File: config.mk
export PLATFORM = sky130hd
export DESIGN_NAME = dma_list_seq
export DESIGN_NICKNAME = d
export VERILOG_FILES = /design/src/rtl/dls_pkg.sv /design/src/rtl/dls_walker.sv /design/src/rtl/dls_stall_tbl.sv /design/src/rtl/dma_list_seq.sv
export SDC_FILE = /design/constraint.sdc
export NUM_CORES = 2
export LEC_CHECK = 0
export ABC_AREA = 1
export ABC_CLOCK_PERIOD_IN_PS = 5300
export BUFFER_PORTS_ARGS = -buffer_cell sky130_fd_sc_hd__clkbuf_2
export CAP_MARGIN = 20
export CORE_ASPECT_RATIO = 1.1
export CORE_MARGIN = 2
export CORE_UTILIZATION = 56
export DETAILED_ROUTE_END_ITERATION = 8
export PLACE_DENSITY = 0.78
export SLEW_MARGIN = 0
export SYNTH_ARGS = -nofsm -noshare
export SYNTH_HDL_FRONTEND = slang
export SYNTH_SLANG_ARGS = --single-unit
export TNS_END_PERCENT = 5
File: constraint.sdc
create_clock -name clk -period 5.3 [get_ports clk]
set_input_delay 0.265 -clock clk [delete_from_list [all_inputs] [get_ports clk]]
set_output_delay 0.265 -clock clk [all_outputs]
set_load 0.1 [all_outputs]
File: src/rtl/dls_pkg.sv
// Shared definitions for the DMA list sequencer.
// Assumes descriptors are read as one 64-bit word, flag word in the top half-word.
package dls_pkg;
    // Walker state: idle, issue read, capture descriptor, execute descriptor
    typedef enum logic [1:0] {
        W_IDLE  = 2'd0,
        W_FETCH = 2'd1,
        W_DESC  = 2'd2,
        W_EXEC  = 2'd3
    } walk_st_t;

    // Field widths of the flag half-word of a descriptor
    localparam int FLAGW_W = 16;
endpackage

File: src/rtl/dls_walker.sv
// Descriptor walker: fetches descriptors one at a time, issues transfers,
// keeps the running local address and stops on a stall flag.
// Assumes a read port with one cycle of latency and one read outstanding.
module dls_walker
    import dls_pkg::*;
#(
    parameter int LS_AW = 18,
    parameter int EA_W  = 32,
    parameter int SZ_W  = 16,
    parameter int TAG_W = 5,
    localparam int CNT_W  = SZ_W - 3,
    localparam int DESC_W = FLAGW_W + SZ_W + EA_W
) (
    input  logic              clk,
    input  logic              rst_n,
    input  logic              cmd_valid,
    output logic              cmd_ready,
    input  logic              cmd_put,
    input  logic [EA_W-1:0]   cmd_list_addr,
    input  logic [SZ_W-1:0]   cmd_list_size,
    input  logic [TAG_W-1:0]  cmd_tag,
    input  logic [LS_AW-1:0]  cmd_lsa,
    input  logic              res_req,
    input  logic [TAG_W-1:0]  res_tag,
    input  logic              res_put,
    input  logic [LS_AW-1:0]  res_addr,
    input  logic [CNT_W-1:0]  res_cnt,
    input  logic [LS_AW-1:0]  res_lsa,
    output logic              res_take,
    output logic              mem_rd_en,
    output logic [LS_AW-4:0]  mem_rd_addr,
    input  logic [DESC_W-1:0] mem_rd_data,
    output logic              xfer_valid,
    input  logic              xfer_ready,
    output logic              xfer_put,
    output logic [TAG_W-1:0]  xfer_tag,
    output logic [LS_AW-1:0]  xfer_lsa,
    output logic [EA_W-1:0]   xfer_ea,
    output logic [SZ_W-1:0]   xfer_size,
    output logic              save_en,
    output logic [TAG_W-1:0]  save_tag,
    output logic              save_put,
    output logic [LS_AW-1:0]  save_addr,
    output logic [CNT_W-1:0]  save_cnt,
    output logic [LS_AW-1:0]  save_lsa
);
    localparam int FLAG_BIT = DESC_W - 1;
    localparam int SZ_LO    = EA_W;

    walk_st_t         st;
    logic [LS_AW-1:0] cur_addr;
    logic [CNT_W-1:0] cnt;
    logic [LS_AW-1:0] run_lsa;
    logic             put_q;
    logic [TAG_W-1:0] tag_q;
    logic             d_flag;
    logic [SZ_W-1:0]  d_size;
    logic [EA_W-1:0]  d_ea;

    logic             load_res, load_cmd, step;
    logic [LS_AW-1:0] adv, nxt_lsa, nxt_addr;
    logic [CNT_W-1:0] nxt_cnt;
    logic             unused_bits;

    assign unused_bits = ^{cmd_list_addr[EA_W-1:LS_AW], cmd_list_addr[2:0],
                           res_addr[2:0], res_lsa[3:0], cmd_lsa[3:0],
                           mem_rd_data[FLAG_BIT-1:SZ_LO+SZ_W]};

    // Handshake decode for the start of a list
    always_comb begin
        load_res  = (st == W_IDLE) && res_req;
        load_cmd  = (st == W_IDLE) && !res_req && cmd_valid;
        cmd_ready = (st == W_IDLE) && !res_req;
        res_take  = load_res;
    end

    // Read port, request fields and step arithmetic
    always_comb begin
        mem_rd_en   = (st == W_FETCH);
        mem_rd_addr = cur_addr[LS_AW-1:3];
        xfer_valid  = (st == W_EXEC) && (d_size != '0);
        xfer_put    = put_q;
        xfer_tag    = tag_q;
        xfer_ea     = d_ea;
        xfer_size   = d_size;
        xfer_lsa    = run_lsa | {{(LS_AW-4){1'b0}}, d_ea[3:0]};
        step        = (st == W_EXEC) && ((d_size == '0) || xfer_ready);
        adv         = (d_size < SZ_W'(16)) ? LS_AW'(16) : LS_AW'(d_size);
        nxt_lsa     = (d_size == '0) ? run_lsa : run_lsa + adv;
        nxt_addr    = cur_addr + LS_AW'(8);
        nxt_cnt     = cnt - CNT_W'(1);
        save_en     = step && d_flag;
        save_tag    = tag_q;
        save_put    = put_q;
        save_addr   = nxt_addr;
        save_cnt    = nxt_cnt;
        save_lsa    = nxt_lsa;
    end

    // Walker state machine and list position registers
    always_ff @(posedge clk) begin
        if (!rst_n) begin
            st       <= W_IDLE;
            cur_addr <= '0;
            cnt      <= '0;
            run_lsa  <= '0;
            put_q    <= 1'b0;
            tag_q    <= '0;
            d_flag   <= 1'b0;
            d_size   <= '0;
            d_ea     <= '0;
        end else begin
            case (st)
                W_IDLE: begin
                    if (load_res) begin
                        cur_addr <= {res_addr[LS_AW-1:3], 3'b000};
                        cnt      <= res_cnt;
                        run_lsa  <= {res_lsa[LS_AW-1:4], 4'h0};
                        put_q    <= res_put;
                        tag_q    <= res_tag;
                        st       <= (res_cnt != '0) ? W_FETCH : W_IDLE;
                    end else if (load_cmd) begin
                        cur_addr <= {cmd_list_addr[LS_AW-1:3], 3'b000};
                        cnt      <= cmd_list_size[SZ_W-1:3];
                        run_lsa  <= {cmd_lsa[LS_AW-1:4], 4'h0};
                        put_q    <= cmd_put;
                        tag_q    <= cmd_tag;
                        st       <= (cmd_list_size[SZ_W-1:3] != '0) ? W_FETCH : W_IDLE;
                    end
                end
                W_FETCH: st <= W_DESC;
                W_DESC: begin
                    d_flag <= mem_rd_data[FLAG_BIT];
                    d_size <= mem_rd_data[SZ_LO+SZ_W-1:SZ_LO];
                    d_ea   <= mem_rd_data[EA_W-1:0];
                    st     <= W_EXEC;
                end
                default: begin
                    if (step) begin
                        cur_addr <= nxt_addr;
                        cnt      <= nxt_cnt;
                        run_lsa  <= nxt_lsa;
                        st       <= (d_flag || (nxt_cnt == '0)) ? W_IDLE : W_FETCH;
                    end
                end
            endcase
        end
    end

    // a waiting request keeps its fields
    p_hold_req_r10: assert property (@(posedge clk) disable iff (!rst_n)
        xfer_valid && !xfer_ready |=> xfer_valid && $stable(xfer_ea) &&
        $stable(xfer_lsa) && $stable(xfer_size) && $stable(xfer_tag));

    // an accepted non-empty command makes the block busy
    p_busy_after_cmd_r10: assert property (@(posedge clk) disable iff (!rst_n)
        cmd_valid && cmd_ready && (cmd_list_size >= SZ_W'(8)) |=> !cmd_ready);

    // one descriptor read at a time
    p_single_read_r2: assert property (@(posedge clk) disable iff (!rst_n)
        mem_rd_en |=> !mem_rd_en);

    // nothing is read or issued right after a stall stop
    p_stop_on_stall_r6: assert property (@(posedge clk) disable iff (!rst_n)
        save_en |=> !mem_rd_en && !xfer_valid);

    // a zero-size descriptor never appears as a request
    p_no_empty_xfer_r5: assert property (@(posedge clk) disable iff (!rst_n)
        xfer_valid |-> xfer_size != '0);
endmodule

File: src/rtl/dls_stall_tbl.sv
// Stall table: one parked-list slot per tag, the pending-resume set filled
// by acknowledges, and the read-to-clear stall bitmask.
// Assumes save and take never hit the same tag in one cycle (walker is busy or idle).
module dls_stall_tbl #(
    parameter int LS_AW = 18,
    parameter int CNT_W = 13,
    parameter int TAG_W = 5,
    localparam int NTAG  = 1 << TAG_W,
    localparam int AID_W = TAG_W + 1
) (
    input  logic             clk,
    input  logic             rst_n,
    input  logic             save_en,
    input  logic [TAG_W-1:0] save_tag,
    input  logic             save_put,
    input  logic [LS_AW-1:0] save_addr,
    input  logic [CNT_W-1:0] save_cnt,
    input  logic [LS_AW-1:0] save_lsa,
    input  logic             ack_valid,
    input  logic [AID_W-1:0] ack_tag,
    output logic             res_req,
    output logic [TAG_W-1:0] res_tag,
    output logic             res_put,
    output logic [LS_AW-1:0] res_addr,
    output logic [CNT_W-1:0] res_cnt,
    output logic [LS_AW-1:0] res_lsa,
    input  logic             res_take,
    input  logic             stat_rd,
    output logic [NTAG-1:0]  stat_bits,
    output logic             stat_valid
);
    logic [NTAG-1:0]  slot_v;
    logic [NTAG-1:0]  slot_put;
    logic [LS_AW-1:0] slot_addr [NTAG];
    logic [CNT_W-1:0] slot_cnt  [NTAG];
    logic [LS_AW-1:0] slot_lsa  [NTAG];
    logic [NTAG-1:0]  pend;
    logic [NTAG-1:0]  stat;
    logic             ack_hit;
    logic [TAG_W-1:0] ack_idx;

    // Acknowledge qualification: in range and naming a parked list
    always_comb begin
        ack_idx = ack_tag[TAG_W-1:0];
        ack_hit = ack_valid && (ack_tag < AID_W'(NTAG)) && slot_v[ack_idx];
    end

    // Lowest pending tag wins the resume
    always_comb begin
        res_req = 1'b0;
        res_tag = '0;
        for (int i = NTAG - 1; i >= 0; i--) begin
            if (pend[i]) begin
                res_req = 1'b1;
                res_tag = TAG_W'(i);
            end
        end
        res_put  = slot_put[res_tag];
        res_addr = slot_addr[res_tag];
        res_cnt  = slot_cnt[res_tag];
        res_lsa  = slot_lsa[res_tag];
    end

    assign stat_bits  = stat;
    assign stat_valid = |stat;

    // Slot, pending and status updates per tag
    always_ff @(posedge clk) begin
        if (!rst_n) begin
            slot_v   <= '0;
            slot_put <= '0;
            pend     <= '0;
            stat     <= '0;
            for (int t = 0; t < NTAG; t++) begin
                slot_addr[t] <= '0;
                slot_cnt[t]  <= '0;
                slot_lsa[t]  <= '0;
            end
        end else begin
            for (int t = 0; t < NTAG; t++) begin
                if (save_en && (save_tag == TAG_W'(t))) begin
                    slot_v[t]    <= 1'b1;
                    slot_put[t]  <= save_put;
                    slot_addr[t] <= save_addr;
                    slot_cnt[t]  <= save_cnt;
                    slot_lsa[t]  <= save_lsa;
                end else if (res_take && (res_tag == TAG_W'(t))) begin
                    slot_v[t] <= 1'b0;
                end
                if (res_take && (res_tag == TAG_W'(t)))
                    pend[t] <= 1'b0;
                else if (ack_hit && (ack_idx == TAG_W'(t)))
                    pend[t] <= 1'b1;
                if (save_en && (save_tag == TAG_W'(t)))
                    stat[t] <= 1'b1;
                else if (stat_rd)
                    stat[t] <= 1'b0;
            end
        end
    end

    // an out-of-range acknowledge adds no pending resume
    p_ack_range_r8: assert property (@(posedge clk) disable iff (!rst_n)
        ack_valid && (ack_tag >= AID_W'(NTAG)) && !res_take |=> $stable(pend));

    // a stall always shows in the bitmask next cycle
    p_stall_visible_r6: assert property (@(posedge clk) disable iff (!rst_n)
        save_en |=> stat_bits[$past(save_tag)]);

    // a read with no new stall leaves the bitmask empty
    p_read_clears_r9: assert property (@(posedge clk) disable iff (!rst_n)
        stat_rd && !save_en |=> stat_bits == '0 && !stat_valid);

    // a resume is only taken while one is pending
    p_take_pending_r11: assert property (@(posedge clk) disable iff (!rst_n)
        res_take |-> $countones(pend) >= 1);
endmodule

File: src/rtl/dma_list_seq.sv
// DMA list command sequencer top: joins the descriptor walker to the
// per-tag stall table. Assumes an 8-byte descriptor word on the read port.
module dma_list_seq #(
    parameter int LS_AW = 18,
    parameter int EA_W  = 32,
    parameter int SZ_W  = 16,
    parameter int TAG_W = 5,
    localparam int CNT_W  = SZ_W - 3,
    localparam int NTAG   = 1 << TAG_W,
    localparam int DESC_W = dls_pkg::FLAGW_W + SZ_W + EA_W
) (
    input  logic              clk,
    input  logic              rst_n,
    input  logic              cmd_valid,
    output logic              cmd_ready,
    input  logic              cmd_put,
    input  logic [EA_W-1:0]   cmd_list_addr,
    input  logic [SZ_W-1:0]   cmd_list_size,
    input  logic [TAG_W-1:0]  cmd_tag,
    input  logic [LS_AW-1:0]  cmd_lsa,
    output logic              mem_rd_en,
    output logic [LS_AW-4:0]  mem_rd_addr,
    input  logic [DESC_W-1:0] mem_rd_data,
    output logic              xfer_valid,
    input  logic              xfer_ready,
    output logic              xfer_put,
    output logic [TAG_W-1:0]  xfer_tag,
    output logic [LS_AW-1:0]  xfer_lsa,
    output logic [EA_W-1:0]   xfer_ea,
    output logic [SZ_W-1:0]   xfer_size,
    input  logic              ack_valid,
    input  logic [TAG_W:0]    ack_tag,
    input  logic              stat_rd,
    output logic [NTAG-1:0]   stat_bits,
    output logic              stat_valid
);
    logic             res_req, res_take, res_put, save_en, save_put;
    logic [TAG_W-1:0] res_tag, save_tag;
    logic [LS_AW-1:0] res_addr, res_lsa, save_addr, save_lsa;
    logic [CNT_W-1:0] res_cnt, save_cnt;

    dls_walker #(.LS_AW(LS_AW), .EA_W(EA_W), .SZ_W(SZ_W), .TAG_W(TAG_W)) i_walker (
        .clk(clk), .rst_n(rst_n),
        .cmd_valid(cmd_valid), .cmd_ready(cmd_ready), .cmd_put(cmd_put),
        .cmd_list_addr(cmd_list_addr), .cmd_list_size(cmd_list_size),
        .cmd_tag(cmd_tag), .cmd_lsa(cmd_lsa),
        .res_req(res_req), .res_tag(res_tag), .res_put(res_put),
        .res_addr(res_addr), .res_cnt(res_cnt), .res_lsa(res_lsa),
        .res_take(res_take),
        .mem_rd_en(mem_rd_en), .mem_rd_addr(mem_rd_addr), .mem_rd_data(mem_rd_data),
        .xfer_valid(xfer_valid), .xfer_ready(xfer_ready), .xfer_put(xfer_put),
        .xfer_tag(xfer_tag), .xfer_lsa(xfer_lsa), .xfer_ea(xfer_ea),
        .xfer_size(xfer_size),
        .save_en(save_en), .save_tag(save_tag), .save_put(save_put),
        .save_addr(save_addr), .save_cnt(save_cnt), .save_lsa(save_lsa)
    );

    dls_stall_tbl #(.LS_AW(LS_AW), .CNT_W(CNT_W), .TAG_W(TAG_W)) i_stall_tbl (
        .clk(clk), .rst_n(rst_n),
        .save_en(save_en), .save_tag(save_tag), .save_put(save_put),
        .save_addr(save_addr), .save_cnt(save_cnt), .save_lsa(save_lsa),
        .ack_valid(ack_valid), .ack_tag(ack_tag),
        .res_req(res_req), .res_tag(res_tag), .res_put(res_put),
        .res_addr(res_addr), .res_cnt(res_cnt), .res_lsa(res_lsa),
        .res_take(res_take),
        .stat_rd(stat_rd), .stat_bits(stat_bits), .stat_valid(stat_valid)
    );
endmodule

==> results_dict.tcl <==
set metrics [dict create \
    cts_tree "done" \
    grt_setup_unrepaired "no" \
    worstHoldPathType "in -> reg" \
    clk_pin_slew_ns 0.07 \
    finalNetCount 6826 \
    pre_cts_slack_ns 0.0987 \
    synth_nets 6584 \
    h-tree-depth 4 \
    finalMaxSlewViolations 0 \
    antenna_left 0 \
    ctsLongestPathBuffers 3 \
    worstSetupEndpointType "register" \
    wl_per_cell_um 27.4 \
    start_util 0.563 \
    ys_warn_count 0 \
    vias 54100 \
    synth_xor_area_frac 0.00365 \
    drt_pre_antenna_iters 7 \
    io_pins 271 \
    period_share 0.948 \
    power_density_nw_per_um2 476 \
    area_growth_pct 14.1 \
    cap_violations 0 \
    clock-sinks 1575 \
    yosysMostFrequentCell "edfxtp_1" \
    synth_top_family_by_area "simple AND/OR/NAND/NOR gates" \
    skew_ns 0.0308 \
    worst_setup_path_start_kind "register" \
    gp_congestion 0.933 \
    synthCells 6411 \
    synth_compound_area_frac 0.0713 \
    synth_common_cells "edfxtp_1 (1344), nand2_1 (1275), nor2_1 (1063)" \
    yosysTopAreaCellShare 0.601 \
    worst_slew_pin_slew_ns 1.11 \
    avgSynthCellArea_sq_um 10.5 \
    criticalPathCategory "reg -> reg" \
    overflow 0 \
    routed_wl_mm 229 \
    min_period_ns 5.02 \
    drc 0 \
    ys_seq_elements 1575 \
    viasPerCell 6.49 \
    die_y_um 367 \
    yosys.area_share.simple 0.198 \
    grt_pass1_vias 51900 \
    track_usage 0.366 \
    ys_seq_area_frac 0.670 \
    synth_ff_type "edfxtp_1" \
    synth_fa_ha_area_frac 0.00477 \
    synth_edf_count 1344 \
    clock.fmax_mhz 199 \
    p_leak_uw 0.0285 \
    synth_area_leaders "edfxtp_1 (60%), nand2_1 (7.1%), dfxtp_1 (6.9%), nor2_1 (5.9%), nand3_1 (3.5%)" \
    synthDistinctLibCells 50 \
    arrival_ns 5.64 \
    required_ns 5.91 \
    hpwl_mm 122 \
    tns_ns 0 \
    setup_ws_ns 0.277 \
    coreArea_sq_um 119000 \
    dieArea_sq_um 123000 \
    drive_gt1_frac 0.107 \
    antenna_found_initial 6 \
    report.final.hold_viol_count 0 \
    cts_setup_buffers 0 \
    root_buffer "clkbuf_16" \
    grt_max_degree 146 \
    relSlewSlack 0.257 \
    initialDrtViolationCount 8409 \
    muxShareOfSynthArea 0 \
    row_count 133 \
    grt_pass1_wl_mm 330 \
    outcome "finished, final reports clean" \
    synthArstFlopShare 0 \
    cts_made_buffers 155 \
    netlist_area_sq_um 67100 \
    portBuffers 231 \
    setup_viol 0 \
    die_w_um 334 \
    clk-insertion-delay-late_ns 0.78 \
    worstPathMaxFanout 15 \
    ir_worst_vdd_mv 0.571 \
    synth_top_cell_by_area "edfxtp_1" \
]
[path summary, 6_finish.rpt]
path                                    startpoint                                    endpoint  slack, ns  cells after the start
max             i_walker.xfer_size[4]$_SDFFE_PN0P_  i_stall_tbl.slot_lsa[15][10]$_SDFFCE_PN0P_       0.28                     18
max reg2reg     i_walker.xfer_size[4]$_SDFFE_PN0P_  i_stall_tbl.slot_lsa[15][10]$_SDFFCE_PN0P_       0.28                     18
min reg2reg  i_stall_tbl.slot_put[20]$_SDFFE_PN0P_       i_stall_tbl.slot_put[20]$_SDFFE_PN0P_       0.47                      2
min                                     ack_tag[5]           i_stall_tbl.pend[15]$_SDFFE_PP0P_      0.008                      5
[cells in the final DEF (no fill, tap or decap), drive strengths merged, types with 2 or more instances in the layout]
master	n
xor2	20
clkinvlp	10
ha	24
dlygate4sd3	133
a21o	3
a22oi	2
diode	2
o211ai	7
nand4	210
nand2	1282
nor3	15
buf	168
nand3b	62
inv	374
a211oi	12
a21oi	243
o22ai	105
clkbuf	425
o21a	5
o2111ai	22
nor4	11
clkinv	88
o21ai	269
dfxtp	231
bufinv	15
a31oi	8
edfxtp	1344
o221ai	2
or4	2
o21bai	4
xnor2	8
or2	13
a22o	50
nand3	474
nor2	1065
a221oi	65
[where the power goes]
group / switching (uW) / internal [uW]
Sequential: 715 / 15800
Clock: 4720 / 6220
Combinational: 7150 / 1840
[metal layers]
layer  track usage  routed length [um]  vias up
met3         0.110               36000     1253
met4         0.231               18100        8
met1         0.455               73700    25400
met5             0                  68        -
met2         0.561              101000     4710
li1              -                   -    22700
[timing repair]
action | CTS | global route
endpoints found under the setup margin | 0 | 119
endpoints found under the hold margin | 103 | 0
resized for setup | 0 | 11
hold buffers | 133 | 0
[sequential cells by signal, indices dropped and copies added (netlist names), 5 cells and up]
name / cells
i_walker.cur_addr: 15
i_walker.xfer_ea: 32
i_walker.run_lsa: 18
i_stall_tbl.stat_bits: 32
i_stall_tbl.slot_v: 32
i_stall_tbl.pend: 32
i_walker.cnt: 13
i_stall_tbl.slot_lsa: 448
i_walker.save_tag: 5
i_walker.xfer_size: 16
i_stall_tbl.slot_cnt: 416
i_stall_tbl.slot_addr: 480
i_stall_tbl.slot_put: 32
[area by class of cell]
class | instances | area, sq um
inverter | 401 | 1530
fill | 8554 | 42700
antenna | 2 | 5.00
tap | 1552 | 1940
multi-input combinational | 3988 | 18900
sequential | 1575 | 45000
timing repair buffer | 532 | 4280
clock inverter | 86 | 852
clock buffer | 194 | 4100
[critical path, cell delays in order, from the launching register on]
cell,delay (ns)
dfxtp_1,0.34
or4_1,0.58
nor2_2,0.31
nor2_1,0.12
ha_1,0.26
fa_1,0.46
a21o_1,0.18
a21oi_1,0.19
o21ai_0,0.15
inv_1,0.09
o21ai_0,0.12
nand3_1,0.10
nand2_1,0.08
xnor2_1,0.13
nand2_1,0.05
o21ai_1,0.26
nor2_1,0.74
inv_1,0.47
nor2_1,0.23
[cell families (layout without fill, tap and decap cells)]
| family | count (synthesis) | after routing |
|---|---|---|
| flip-flops | 1575 | 1575 |
| buffers and inverters | 848 | 1213 |
| adder cells (fa/ha/maj) | 25 | 25 |
| AND/OR/NAND/NOR | 3135 | 3135 |
| other | 0 | 2 |
| AO/OA/AOI/OAI | 800 | 800 |
| XOR/XNOR | 28 | 28 |
[per-stage QoR]
step,area [sq um],power [uW],std cells,util,hold slack [ns]
floorplan,67100,22300,6411,-,0.400
global placement,70200,24700,7910,0.589,0.451
detailed placement,70200,25000,7911,0.589,0.457
CTS,76500,35900,8324,0.641,0.00128
global route,76600,37400,8328,0.642,0.0312
finish,76600,36500,8330,0.642,0.00762
Note: power is estimated with default switching activity, not from simulation.
